$ cat src/rtl/sar_pkg.sv
package sar_pkg;
  localparam int unsigned CODE_W = 16;
  localparam int unsigned HALF_W = 8;

  // one-hot with only the top bit set
  function automatic logic [CODE_W-1:0] top_bit();
    logic [CODE_W-1:0] v;
    v = '0;
    v[CODE_W-1] = 1'b1;
    return v;
  endfunction
endpackage

$ cat src/rtl/sar_start_detect.sv
module sar_start_detect (
  input  logic clk_i,
  input  logic rst_i,
  input  logic start_n_i,
  output logic fall_o
);
  logic start_q;

  always_ff @(posedge clk_i) begin
    if (rst_i) start_q <= 1'b1;
    else       start_q <= start_n_i;
  end

  assign fall_o = start_q & ~start_n_i;
endmodule

$ cat src/rtl/sar_sequencer.sv
module sar_sequencer #(
  parameter int unsigned W = sar_pkg::CODE_W
) (
  input  logic         clk_i,
  input  logic         rst_i,
  input  logic         fall_i,
  input  logic         cmp_i,
  output logic         busy_o,
  output logic [W-1:0] trial_o,
  output logic         done_o,
  output logic [W-1:0] word_o
);
  localparam logic [W-1:0] MSB_ONE = {1'b1, {(W-1){1'b0}}};

  logic [W-1:0] probe_q, trial_q, kept;
  logic         busy_q;

  // decide the bit under test from the comparator
  assign kept = cmp_i ? trial_q : (trial_q & ~probe_q);

  always_ff @(posedge clk_i) begin
    if (rst_i) begin
      probe_q <= '0;
      trial_q <= '0;
      busy_q  <= 1'b0;
    end else if (!busy_q) begin
      if (fall_i) begin
        busy_q  <= 1'b1;
        probe_q <= MSB_ONE;
        trial_q <= MSB_ONE;
      end
    end else if (probe_q[0]) begin
      busy_q  <= 1'b0;
      probe_q <= '0;
      trial_q <= '0;
    end else begin
      probe_q <= probe_q >> 1;
      trial_q <= kept | (probe_q >> 1);
    end
  end

  assign busy_o  = busy_q;
  assign trial_o = trial_q;
  assign done_o  = busy_q & probe_q[0];
  assign word_o  = kept;


  probe_onehot_chk: assert property (@(posedge clk_i) disable iff (rst_i)
    busy_q |-> $countones(probe_q) == 1);

  probe_walk_chk: assert property (@(posedge clk_i) disable iff (rst_i)
    (busy_q && !probe_q[0]) |=> (busy_q && probe_q[W-2:0] == $past(probe_q[W-1:1])));

  start_msb_chk: assert property (@(posedge clk_i) disable iff (rst_i)
    (!busy_q && fall_i) |=> (busy_q && trial_q == MSB_ONE));

  finish_idle_chk: assert property (@(posedge clk_i) disable iff (rst_i)
    done_o |=> (!busy_q && trial_q == '0));

  busy_start_ignored_chk: assert property (@(posedge clk_i) disable iff (rst_i)
    (busy_q && !done_o && fall_i) |=> busy_q);
endmodule

$ cat src/rtl/sar_result_port.sv
module sar_result_port #(
  parameter int unsigned W  = sar_pkg::CODE_W,
  parameter int unsigned BW = sar_pkg::HALF_W
) (
  input  logic         clk_i,
  input  logic         rst_i,
  input  logic         load_i,
  input  logic [W-1:0] word_i,
  input  logic         cs_n_i,
  input  logic         rd_n_i,
  input  logic         byte_sel_i,
  output logic [W-1:0] data_o,
  output logic         oe_o
);
  logic [W-1:0] result_q;
  logic [W-1:0] view;

  always_ff @(posedge clk_i) begin
    if (rst_i)       result_q <= '0;
    else if (load_i) result_q <= word_i;
  end

  always_comb begin
    if (byte_sel_i) view = {{(W-BW){1'b0}}, result_q[W-1 -: BW]};
    else            view = result_q;
  end

  assign oe_o   = ~cs_n_i & ~rd_n_i;
  assign data_o = oe_o ? view : '0;


  result_hold_chk: assert property (@(posedge clk_i) disable iff (rst_i)
    !load_i |=> $stable(result_q));

  quiet_lines_chk: assert property (@(posedge clk_i) disable iff (rst_i)
    (cs_n_i || rd_n_i) |-> (data_o == '0));
endmodule

$ cat src/rtl/sar_conv_ctrl.sv
module sar_conv_ctrl #(
  parameter int unsigned W  = sar_pkg::CODE_W,
  parameter int unsigned BW = sar_pkg::HALF_W
) (
  input  logic         clk_i,
  input  logic         rst_i,
  input  logic         start_n_i,
  input  logic         cmp_i,
  input  logic         cs_n_i,
  input  logic         rd_n_i,
  input  logic         byte_sel_i,
  output logic         busy_o,
  output logic         sample_o,
  output logic [W-1:0] dac_o,
  output logic [W-1:0] data_o,
  output logic         data_oe_o
);
  logic         fall;
  logic         done;
  logic [W-1:0] word;

  sar_start_detect u_start (
    .clk_i     (clk_i),
    .rst_i     (rst_i),
    .start_n_i (start_n_i),
    .fall_o    (fall)
  );

  sar_sequencer #(.W(W)) u_seq (
    .clk_i   (clk_i),
    .rst_i   (rst_i),
    .fall_i  (fall),
    .cmp_i   (cmp_i),
    .busy_o  (busy_o),
    .trial_o (dac_o),
    .done_o  (done),
    .word_o  (word)
  );

  sar_result_port #(.W(W), .BW(BW)) u_port (
    .clk_i      (clk_i),
    .rst_i      (rst_i),
    .load_i     (done),
    .word_i     (word),
    .cs_n_i     (cs_n_i),
    .rd_n_i     (rd_n_i),
    .byte_sel_i (byte_sel_i),
    .data_o     (data_o),
    .oe_o       (data_oe_o)
  );

  assign sample_o = ~busy_o;


  switch_open_chk: assert property (@(posedge clk_i) disable iff (rst_i)
    $rose(busy_o) |-> !sample_o);

  reset_idle_chk: assert property (@(posedge clk_i)
    $past(rst_i) |-> (!busy_o && dac_o == '0));
endmodule

$ cat config.mk
export PLATFORM = sky130hd
export DESIGN_NAME = sar_conv_ctrl
export DESIGN_NICKNAME = d
export VERILOG_FILES = /design/src/rtl/sar_pkg.sv /design/src/rtl/sar_start_detect.sv /design/src/rtl/sar_sequencer.sv /design/src/rtl/sar_result_port.sv /design/src/rtl/sar_conv_ctrl.sv
export SDC_FILE = /design/constraint.sdc
export NUM_CORES = 1
export LEC_CHECK = 0
export BUFFER_PORTS_ARGS = -buffer_cell sky130_fd_sc_hd__buf_4
export CORE_ASPECT_RATIO = 1.4
export CORE_MARGIN = 2
export CORE_UTILIZATION = 53
export CTS_CLUSTER_DIAMETER = 120
export CTS_CLUSTER_SIZE = 24
export DETAILED_ROUTE_END_ITERATION = 10
export PLACE_DENSITY_LB_ADDON = 0.25
export SLEW_MARGIN = 0
export SYNTH_ARGS = -nofsm -noshare
export SYNTH_HDL_FRONTEND = slang
export SYNTH_SLANG_ARGS = --single-unit
$ cat constraint.sdc
create_clock -name clk_i -period 1.75 [get_ports clk_i]
set_clock_uncertainty 0.15 [all_clocks]
set_input_delay 0.175 -clock clk_i [delete_from_list [all_inputs] [get_ports clk_i]]
set_output_delay 0.175 -clock clk_i [all_outputs]
set_load 0.05 [all_outputs]
==> out/summary.txt <==
Status = finished clean
Crit Path Max Fanout = 19
Setup tns final = 0 ns
Area Overhead vs Synth = 20.10%
Most common cell in the netlist = dfxtp_1
WP data arrival = 1.20 ns
Drt pass-1 iters = 4
Yosys cell types = 21
Initial DRC count = 77
IO Pins = 42
Wire per inst = 13.71 µm
Routability cong. = 0.8346
Worst Hold Endpoint = u_seq.probe_q[5]
Filler cell count = 328
Post-layout util = 67.32%
Max-cap violations = 0
Antenna violations before repair = 0
Largest net degree at the start of global routing = 33
Post-Syn Area = 2061 µm²
Reg2Reg Launch Point = u_seq.probe_q[0]
Slew @ Worst Pin = 0.5941 ns
CTS root buffer = clkbuf_8
Post-Route WL = 4.525 mm
Initial Utilization = 56.06%
Vias in the first global route = 1,617
Power Density = 785.0 nW/µm²
Critical path launch point type = register
Slew Limit Fails = 0
Core area = 3676 µm²
Total gr overflow = 0
Die H = 77.78 µm
Fin crit period = 1.525 ns
Final setup fails = 0
Post-synth ARST share = 0%
Clk slew on worst S/H paths = 0.08 ns
Most common cell on crit path = buf_4
# DRC = 0
Post-CTS sizing = 0
Synth cell count leaders = 50 x dfxtp_1, 32 x nand2_1, 24 x nor2_1
CTS tree = built
Post-synth net total = 257
H-tree levels = 2
Worst VDD drop = 0.7979 mV
All-Layer GR Usage = 21.78%
Worst Hold Depth = 2
Yosys top cell area share = 48.57%
Setup repair bufs after CTS = 0
CTS Sinks = 50
Syn Area/Cell = 8.243 µm²
Cell taking the most area after synthesis = dfxtp_1
Vias = 1,810
DPL Wire Length = 3.174 mm
R2R Path End = u_port.result_q[2]
Yosys warning count = 0
Synthesized netlist cell count = 250
FP Rows = 26
Max_slew headroom = 60.40%
Worst-path cell chain = inv_1 -> buf_4 -> buf_4
R2R depth = 3
Max Root-Sink Buffers = 2
Critical Path RT = 1.42 ns
Maximum clock rate = 655.9 MHz
Die footprint = 4410 µm²
Post-CTS Hold Fix Bufs = 1
PnR worst setup slack = 0.2254 ns
RSZ-0062 raised after global routing = no
Leak = 0.9190 nW
Synth Register Bits = 50
Tot Pwr = 1.943 mW
Worst path slowest cell = dfxtp_1
# diodes = 0
Nets = 295
Antenna viol nets, final = 0
Number of flops mapped to enable cells by yosys = 0
Clock Latency Late Sink = 0.30 ns
Part of the cycle the worst path needs = 87.12%
Hold Path Origin = rst_i
Layout cell share with drive strength beyond 1 = 19.10%
Slowest cell delay on critical path = 0.36 ns
Die W = 56.70 µm
Vias per cell = 5.485
IO buf count = 41
R2r setup slk = 0.23 ns
Top_reg_cell synth = dfxtp_1
Sequential fraction of the synthesis area = 48.57%
Global-route wire length before repair = 7.493 mm
Cts bufs inserted = 5
Place WS = 0.2199 ns
Final hold vios = 0
Critical path capture point type = output port
Top cells by area, synth = dfxtp_1 49%, a32oi_1 6.0%, nand2_1 5.8%
Worst setup path category = register to output port
Hold crit path type = input port to register
[cells in the final DEF (no fill, tap or decap)]
cell and instances:
dlygate4sd3_1 1, nor2b_1 2, nand2_1 32, dfxtp_1 50, nor3b_1 1, buf_4 48, a32oi_1 14, or2_2 2
and2_1 8, o21ai_0 23, clkbuf_8 5, o21ai_1 10, clkbuf_1 2, or3_1 1, a21oi_1 4, inv_1 18
a21boi_0 2, nor2_1 24, nand2b_1 2, nand3_1 16, mux2i_1 8, o211ai_1 15
[report_power, final]
group          total (mW)  internal [mW]  switching (mW)  leakage (nW)
Clock               0.617          0.275           0.342        0.0383
Sequential           1.15           1.15         0.00882         0.404
Combinational       0.171         0.0503           0.121         0.477
[registers in the layout, summed over array words and instances (netlist names)]
register / count
u_port.result_q: 16
u_seq.busy_o: 1
u_seq.probe_q: 16
u_seq.trial_o: 16
u_start.start_q: 1
[critical path: cells and delay by family (launching register included)]
family / cells / cell delay (ns)
buf+inv: 3 / 0.55
flops: 1 / 0.36
[final cells by class]
| cell class | instances | area, µm² | share of cell area, % |
|---|---|---|---|
| multi-input combinational | 164 | 907.1 | 36.65 |
| sequential | 50 | 1001 | 40.44 |
| timing repair buffer | 49 | 370.4 | 14.96 |
| inverter | 18 | 67.56 | 2.730 |
| tap | 42 | 52.55 | 2.123 |
| clock buffer | 7 | 76.32 | 3.084 |
[routing by layer]
layer | GRT usage, % | up-vias | share of wire [%] | wire, µm
met5 | 0 | - | 0 | 0
met4 | 14.76 | 0 | 4.4 | 197
met3 | 4.167 | 15 | 5.0 | 227
met2 | 33.72 | 51 | 47 | 2122
met1 | 26.98 | 810 | 44 | 1978
li1 | - | 934 | - | -
[how the worst max path moves through the flow]
stage,startpoint,to,cells past startpoint
after floorplan,u_seq.busy_o,u_seq.probe_q[10],5
after global placement,rd_n_i,data_o[15],5
after detailed placement,u_seq.probe_q[0],u_port.result_q[2],3
after CTS,u_seq.probe_q[0],u_port.result_q[2],3
after global routing,rd_n_i,data_o[8],5
final,u_seq.busy_o,sample_o,3
[kinds of logic (layout without fill, tap and decap cells)]
family	Yosys count	after routing	share of synthesized area (%)
simple gates	88	88	19.00
buf+inv	36	74	7.407
compound gates	68	68	21.13
flops	50	50	48.57
mux	8	8	3.886
[per-stage QoR]
step                      area [µm²]  hold slack, ns  instances
final                           2475         0.05201        330
after global routing            2475         0.05258        330
after CTS                       2475         0.05239        330
after detailed placement        2389          0.2334        322
after global placement          2389          0.2313        322
after floorplan                 2061          0.1316        250
(Power assumes the default switching activity.)
